`config.mk`:
```
export PLATFORM = sky130hd
export DESIGN_NAME = mc_mem_port
export DESIGN_NICKNAME = d
export VERILOG_FILES = /design/src/rtl/mc_mem_pkg.sv /design/src/rtl/mc_lat_timer.sv /design/src/rtl/mc_lane_map.sv /design/src/rtl/mc_rd_extract.sv /design/src/rtl/mc_mem_port.sv
export SDC_FILE = /design/constraint.sdc
export NUM_CORES = 1
export LEC_CHECK = 0
export BUFFER_PORTS_ARGS = -buffer_cell sky130_fd_sc_hd__buf_2
export CAP_MARGIN = 20
export CORE_ASPECT_RATIO = 0.5
export CORE_UTILIZATION = 35
export DETAILED_ROUTE_END_ITERATION = 16
export GPL_ROUTABILITY_DRIVEN = 0
export PLACE_DENSITY_LB_ADDON = 0.1
export SLEW_MARGIN = 5
export SYNTH_ARGS = -nofsm -noshare
export SYNTH_HDL_FRONTEND = slang
export SYNTH_HIERARCHICAL = 1
export SYNTH_SLANG_ARGS = --single-unit
```
`constraint.sdc`:
```
create_clock -name clk -period 5.1 [get_ports clk]
set_clock_uncertainty 0.05 [all_clocks]
set_input_delay 0.255 -clock clk [delete_from_list [all_inputs] [get_ports clk]]
set_output_delay 0.255 -clock clk [all_outputs]
set_load 0.02 [all_outputs]
```
`src/rtl/mc_mem_pkg.sv`:
```
package mc_mem_pkg;
    localparam int MP_ADDR_W  = 16;
    localparam int MP_DATA_W  = 16;
    localparam int MP_BYTE_W  = 8;
    localparam int MP_LANES   = MP_DATA_W / MP_BYTE_W;
    localparam int MP_WADDR_W = MP_ADDR_W - 1;

    typedef struct packed {
        logic                 wr;
        logic                 bsel;
        logic [MP_ADDR_W-1:0] addr;
        logic [MP_DATA_W-1:0] wdata;
    } mp_req_t;
endpackage

```
`src/rtl/mc_lat_timer.sv`:
```
module mc_lat_timer #(
    parameter int LATENCY = 5
) (
    input  logic clk,
    input  logic rst_n,
    input  logic en_i,
    output logic first_o,
    output logic done_o
);
    localparam int CNT_W = (LATENCY > 1) ? $clog2(LATENCY) : 1;
    localparam logic [CNT_W-1:0] LAST = CNT_W'(LATENCY - 1);

    typedef struct packed {
        logic [CNT_W-1:0] cnt;
    } tmr_state_t;

    tmr_state_t st_d, st_q;

    always_comb begin
        st_d = st_q;
        if (!en_i) begin
            st_d.cnt = '0;
        end else if (st_q.cnt == LAST) begin
            st_d.cnt = '0;
        end else begin
            st_d.cnt = st_q.cnt + 1'b1;
        end
    end

    always_ff @(posedge clk) begin
        if (!rst_n) begin
            st_q <= '0;
        end else begin
            st_q <= st_d;
        end
    end

    assign first_o = (st_q.cnt == '0);
    assign done_o  = en_i && (st_q.cnt == LAST);
endmodule

```
`src/rtl/mc_lane_map.sv`:
```
module mc_lane_map
    import mc_mem_pkg::*;
(
    input  mp_req_t                 req_i,
    output logic [MP_WADDR_W-1:0]   waddr_o,
    output logic [MP_LANES-1:0]     be_o,
    output logic [MP_DATA_W-1:0]    wdata_o
);
    always_comb begin
        waddr_o = req_i.addr[MP_ADDR_W-1:1];
        if (req_i.bsel) begin
            be_o    = req_i.addr[0] ? 2'b10 : 2'b01;
            wdata_o = {req_i.wdata[MP_BYTE_W-1:0], req_i.wdata[MP_BYTE_W-1:0]};
        end else begin
            be_o    = '1;
            wdata_o = req_i.wdata;
        end
    end
endmodule

```
`src/rtl/mc_rd_extract.sv`:
```
module mc_rd_extract
    import mc_mem_pkg::*;
#(
    parameter bit SIGN_EXT = 1'b1
) (
    input  logic                  bsel_i,
    input  logic                  lane_i,
    input  logic [MP_DATA_W-1:0]  word_i,
    output logic [MP_DATA_W-1:0]  data_o
);
    logic [MP_BYTE_W-1:0] lane_byte;
    logic [MP_BYTE_W-1:0] fill;

    assign lane_byte = lane_i ? word_i[MP_DATA_W-1:MP_BYTE_W] : word_i[MP_BYTE_W-1:0];

    generate
        if (SIGN_EXT) begin : g_sext
            assign fill = {MP_BYTE_W{lane_byte[MP_BYTE_W-1]}};
        end else begin : g_zext
            assign fill = '0;
        end
    endgenerate

    assign data_o = bsel_i ? {fill, lane_byte} : word_i;
endmodule

```
`src/rtl/mc_mem_port.sv`:
```
module mc_mem_port
    import mc_mem_pkg::*;
#(
    parameter int LATENCY = 5
) (
    input  logic                   clk,
    input  logic                   rst_n,
    input  logic                   req_en,
    input  logic                   req_wr,
    input  logic                   req_byte,
    input  logic [MP_ADDR_W-1:0]   req_addr,
    input  logic [MP_DATA_W-1:0]   req_wdata,
    output logic                   rdy,
    output logic [MP_DATA_W-1:0]   rd_data,
    output logic [MP_WADDR_W-1:0]  mem_addr,
    output logic                   mem_we,
    output logic [MP_LANES-1:0]    mem_be,
    output logic [MP_DATA_W-1:0]   mem_wdata,
    input  logic [MP_DATA_W-1:0]   mem_rdata
);
    mp_req_t in_req, cap_d, cap_q, act_req;
    logic    first, done;

    assign in_req = '{wr: req_wr, bsel: req_byte, addr: req_addr, wdata: req_wdata};

    mc_lat_timer #(.LATENCY(LATENCY)) u_tmr (
        .clk     (clk),
        .rst_n   (rst_n),
        .en_i    (req_en),
        .first_o (first),
        .done_o  (done)
    );

    always_comb begin
        cap_d = cap_q;
        if (req_en && first) begin
            cap_d = in_req;
        end
    end

    always_ff @(posedge clk) begin
        if (!rst_n) begin
            cap_q <= '0;
        end else begin
            cap_q <= cap_d;
        end
    end

    assign act_req = first ? in_req : cap_q;

    mc_lane_map u_map (
        .req_i   (act_req),
        .waddr_o (mem_addr),
        .be_o    (mem_be),
        .wdata_o (mem_wdata)
    );

    mc_rd_extract #(.SIGN_EXT(1'b1)) u_rdx (
        .bsel_i (act_req.bsel),
        .lane_i (act_req.addr[0]),
        .word_i (mem_rdata),
        .data_o (rd_data)
    );

    assign rdy    = done;
    assign mem_we = done && act_req.wr;
endmodule

```
==> results.json <==
{
  "critPathSlowestCell": "mux2_2",
  "timing.critical_path.to_type": "primary output",
  "hp-class": "in2reg",
  "syn_avg_cell_area_um2": 9.014,
  "cts_setup_buffers": 0,
  "num_rows": 21,
  "muxShareOfSynthArea_pct": 26.24,
  "grt_usage_pct": 16.22,
  "maxSlewHeadroom_pct": 51.18,
  "synthTopCellsByArea": "dfxtp_1, mux2_2, mux2_4",
  "required_ps": 4800,
  "drt_iter0_drc": 103,
  "antenna_left": 0,
  "seqCellArea_um2": 740.7,
  "maxCapViolations": 0,
  "cpPeakStageDelay_ps": 720,
  "clk_path_buf_depth": 2,
  "synth_compound_area_share_pct": 10.03,
  "core_area_um2": 6753,
  "reg2reg_depth": 6,
  "htreeDepth": 2,
  "synth_top_area_cell": "dfxtp_1",
  "ys_warn_count": 6,
  "areaGrowthSynthToFinish_pct": 19.45,
  "crit_type": "reg2out",
  "num-fill-cells": 659,
  "finalHoldViolCount": 0,
  "via_per_inst": 5.033,
  "clkLatencyLatePin_ps": 280,
  "min_to": "cap_q[4]$_SDFFE_PN0P_",
  "cellPowerDensity_nw_per_um2": 319.7,
  "p_leak_nw": 1.317,
  "clock_sinks": 37,
  "n_antenna_cell": 0,
  "hold_start": "req_wdata[4]",
  "report.final.setup_viol": 0,
  "firstDrtPassIters": 7,
  "ys_ff_latch": 37,
  "synth-simple-area-share_pct": 17.88,
  "synth-xor-area-share_pct": 0,
  "ir_worst_vdd_mv": 0.1097,
  "synth_cells": 274,
  "layout_commonest_cell": "buf_2",
  "reg2reg_to": "cap_q[31]$_SDFFE_PN0P_",
  "pwr-share-seq_pct": 33.6,
  "p_clk_share_pct": 38.4,
  "worstPathCellList": "inv_1, ha_1, and2b_2, mux2_2, nand2_4, mux2_4, buf_2",
  "wl_per_cell_um": 13.68,
  "setup_tns_ps": 0,
  "grt_pass1_wl_um": 9204,
  "reg2reg_from": "u_tmr/st_q[0]$_SDFF_PP0_",
  "root_buffer": "clkbuf_16",
  "synth_top_family_by_area": "multiplexers",
  "synth_top_area_share_pct": 29.99,
  "crit_fanout": 26,
  "die_x_um": 120.8,
  "grt-ovfl-total": 0,
  "antenna_found_initial": 0,
  "tightest_slew_ps": 732.3,
  "layout_common_cells": "buf_2, dfxtp_1, nand2_1",
  "reg2reg_slack_ps": 2590,
  "cts_resized": 0,
  "ys_types": 27,
  "pin_count": 104,
  "placed_area_um2": 2754,
  "wirelength_um": 5869,
  "hpwl_um": 3976,
  "slew_violations": 0,
  "vias": 2159,
  "clk_pin_slew_ps": 60,
  "synth-edff-count": 0,
  "syn_area_um2": 2470,
  "multi_input_area_um2": 1364,
  "pwr-share-comb_pct": 28.0,
  "swShare_pct": 29.66,
  "initial_utilization_pct": 36.58,
  "numCtsBuffers": 5,
  "tritoncts": "yes",
  "fmaxAchievable_ghz": 0.3262,
  "final_area_um2": 2950,
  "rsz0062_at_grt": "false",
  "synth_adder_area_share_pct": 1.013,
  "die-area_um2": 7417,
  "postCtsHoldBufs": 0,
  "drive_above_1_share_pct": 51.63,
  "port_buffers": 103,
  "cp-start-kind": "flop",
  "final_nets": 391,
  "die_h_um": 61.40,
  "grt_pass1_vias": 1914,
  "min_period_ps": 3066,
  "synth_fp_nets": 329,
  "arrival_ps": 2760,
  "finalCritPeriodShare_pct": 60.11,
  "async_flop_share_pct": 0,
  "synthFlopType": "dfxtp_1",
  "power.internal_mw": 0.6635,
  "grt_max_degree": 70,
  "p_sw_mw": 0.2797,
  "remaining_drc_errors": 0,
  "yosysSeqAreaShare_pct": 29.99,
  "status": "complete, no violations",
  "whs_path_depth": 3
}
[worst max-delay path: cells and delay by family (launching register included)]
| kind | cells | cell delay (ps) |
|---|---|---|
| and+or+nand+nor | 2 | 570 |
| muxes | 2 | 1060 |
| buffers and inverters | 2 | 220 |
| adders and majority gates | 1 | 240 |
| DFF | 1 | 360 |
[cell usage after synthesis, types with 2 or more instances]
| cell | number |
|---|---|
| mux2_4 | 16 |
| buf_6 | 7 |
| o21ai_1 | 25 |
| nand4_1 | 34 |
| nand2_1 | 36 |
| a21oi_1 | 7 |
| nor2_1 | 7 |
| o21ai_2 | 5 |
| nand2b_1 | 3 |
| ha_1 | 2 |
| buf_1 | 3 |
| clkbuf_1 | 4 |
| buf_2 | 8 |
| a211oi_1 | 2 |
| dfxtp_1 | 37 |
| buf_4 | 28 |
| o21ai_0 | 4 |
| mux2_2 | 35 |
| inv_1 | 3 |
[worst max-delay path by stage]
| stage | from | endpoint | slack (ps) | cells past startpoint |
|---|---|---|---|---|
| after floorplan | u_tmr/st_q[0]$_SDFF_PP0_ | rd_data[10] | 2760 | 9 |
| after global placement | u_tmr/st_q[0]$_SDFF_PP0_ | rd_data[3] | 2400 | 7 |
| after detailed placement | u_tmr/st_q[0]$_SDFF_PP0_ | rd_data[0] | 2330 | 7 |
| after CTS | u_tmr/st_q[0]$_SDFF_PP0_ | rd_data[0] | 2010 | 7 |
| after global routing | u_tmr/st_q[0]$_SDFF_PP0_ | rd_data[1] | 1840 | 7 |
| final | u_tmr/st_q[0]$_SDFF_PP0_ | rd_data[0] | 2030 | 7 |
[through the flow]
stage / worst slack [ps] / power (mW) / utilization (%) / cells / hold slack [ps]
5_1_grt: 1839 / 0.9961 / 43.69 / 429 / 173.5
3_5_place_dp: 2329 / 0.5879 / 40.78 / 420 / 386.9
2_1_floorplan: 2763 / 0.5424 / - / 274 / 348.0
6_report: 2034 / 0.9432 / 43.69 / 429 / 170.9
4_1_cts: 2013 / 0.9586 / 43.39 / 428 / 167.8
3_3_place_gp: 2401 / 0.5841 / 40.78 / 420 / 382.9
[state kept, by name, summed over array words and instances, names as in the netlist]
register,cells
cap_q,34
u_tmr/st_q,3
[layout make-up]
cell class,count,area share [%]
Clock buffer,6,4.707
Inverter,3,0.3817
Timing Repair Buffer,105,18.41
Sequential cell,37,25.11
Tap cell,92,3.902
Multi-Input combinational cell,184,46.23
Clock inverter,2,1.272
[power groups by stage]
stage | clock [mW] | combinational, mW | sequential (mW)
finish | 0.362 | 0.264 | 0.317
global route | 0.389 | 0.288 | 0.319
CTS | 0.376 | 0.266 | 0.317
detailed placement | 0 | 0.265 | 0.323
global placement | 0 | 0.262 | 0.323
floorplan | 0 | 0.222 | 0.321
[layer usage]
metal  up-vias  GRT usage, %  part of all wire (%)  wire, um
met3         6         3.704                   5.6       331
met1      1011         18.67                    43      2550
met5         -             0                     0         0
met4         0         4.762                  0.75        44
met2        66         31.20                    50      2941
li1       1076             -                     -         -
[logic make-up (layout without fill, tap and decap cells)]
kind of cell | Yosys count | in the layout
flip-flops | 37 | 37
multiplexers | 52 | 52
AO/OA/AOI/OAI | 44 | 44
buffers and inverters | 53 | 116
adder cells (fa/ha/maj) | 2 | 2
AND/OR/NAND/NOR | 86 | 86
Power figures use the tool's default switching activity.
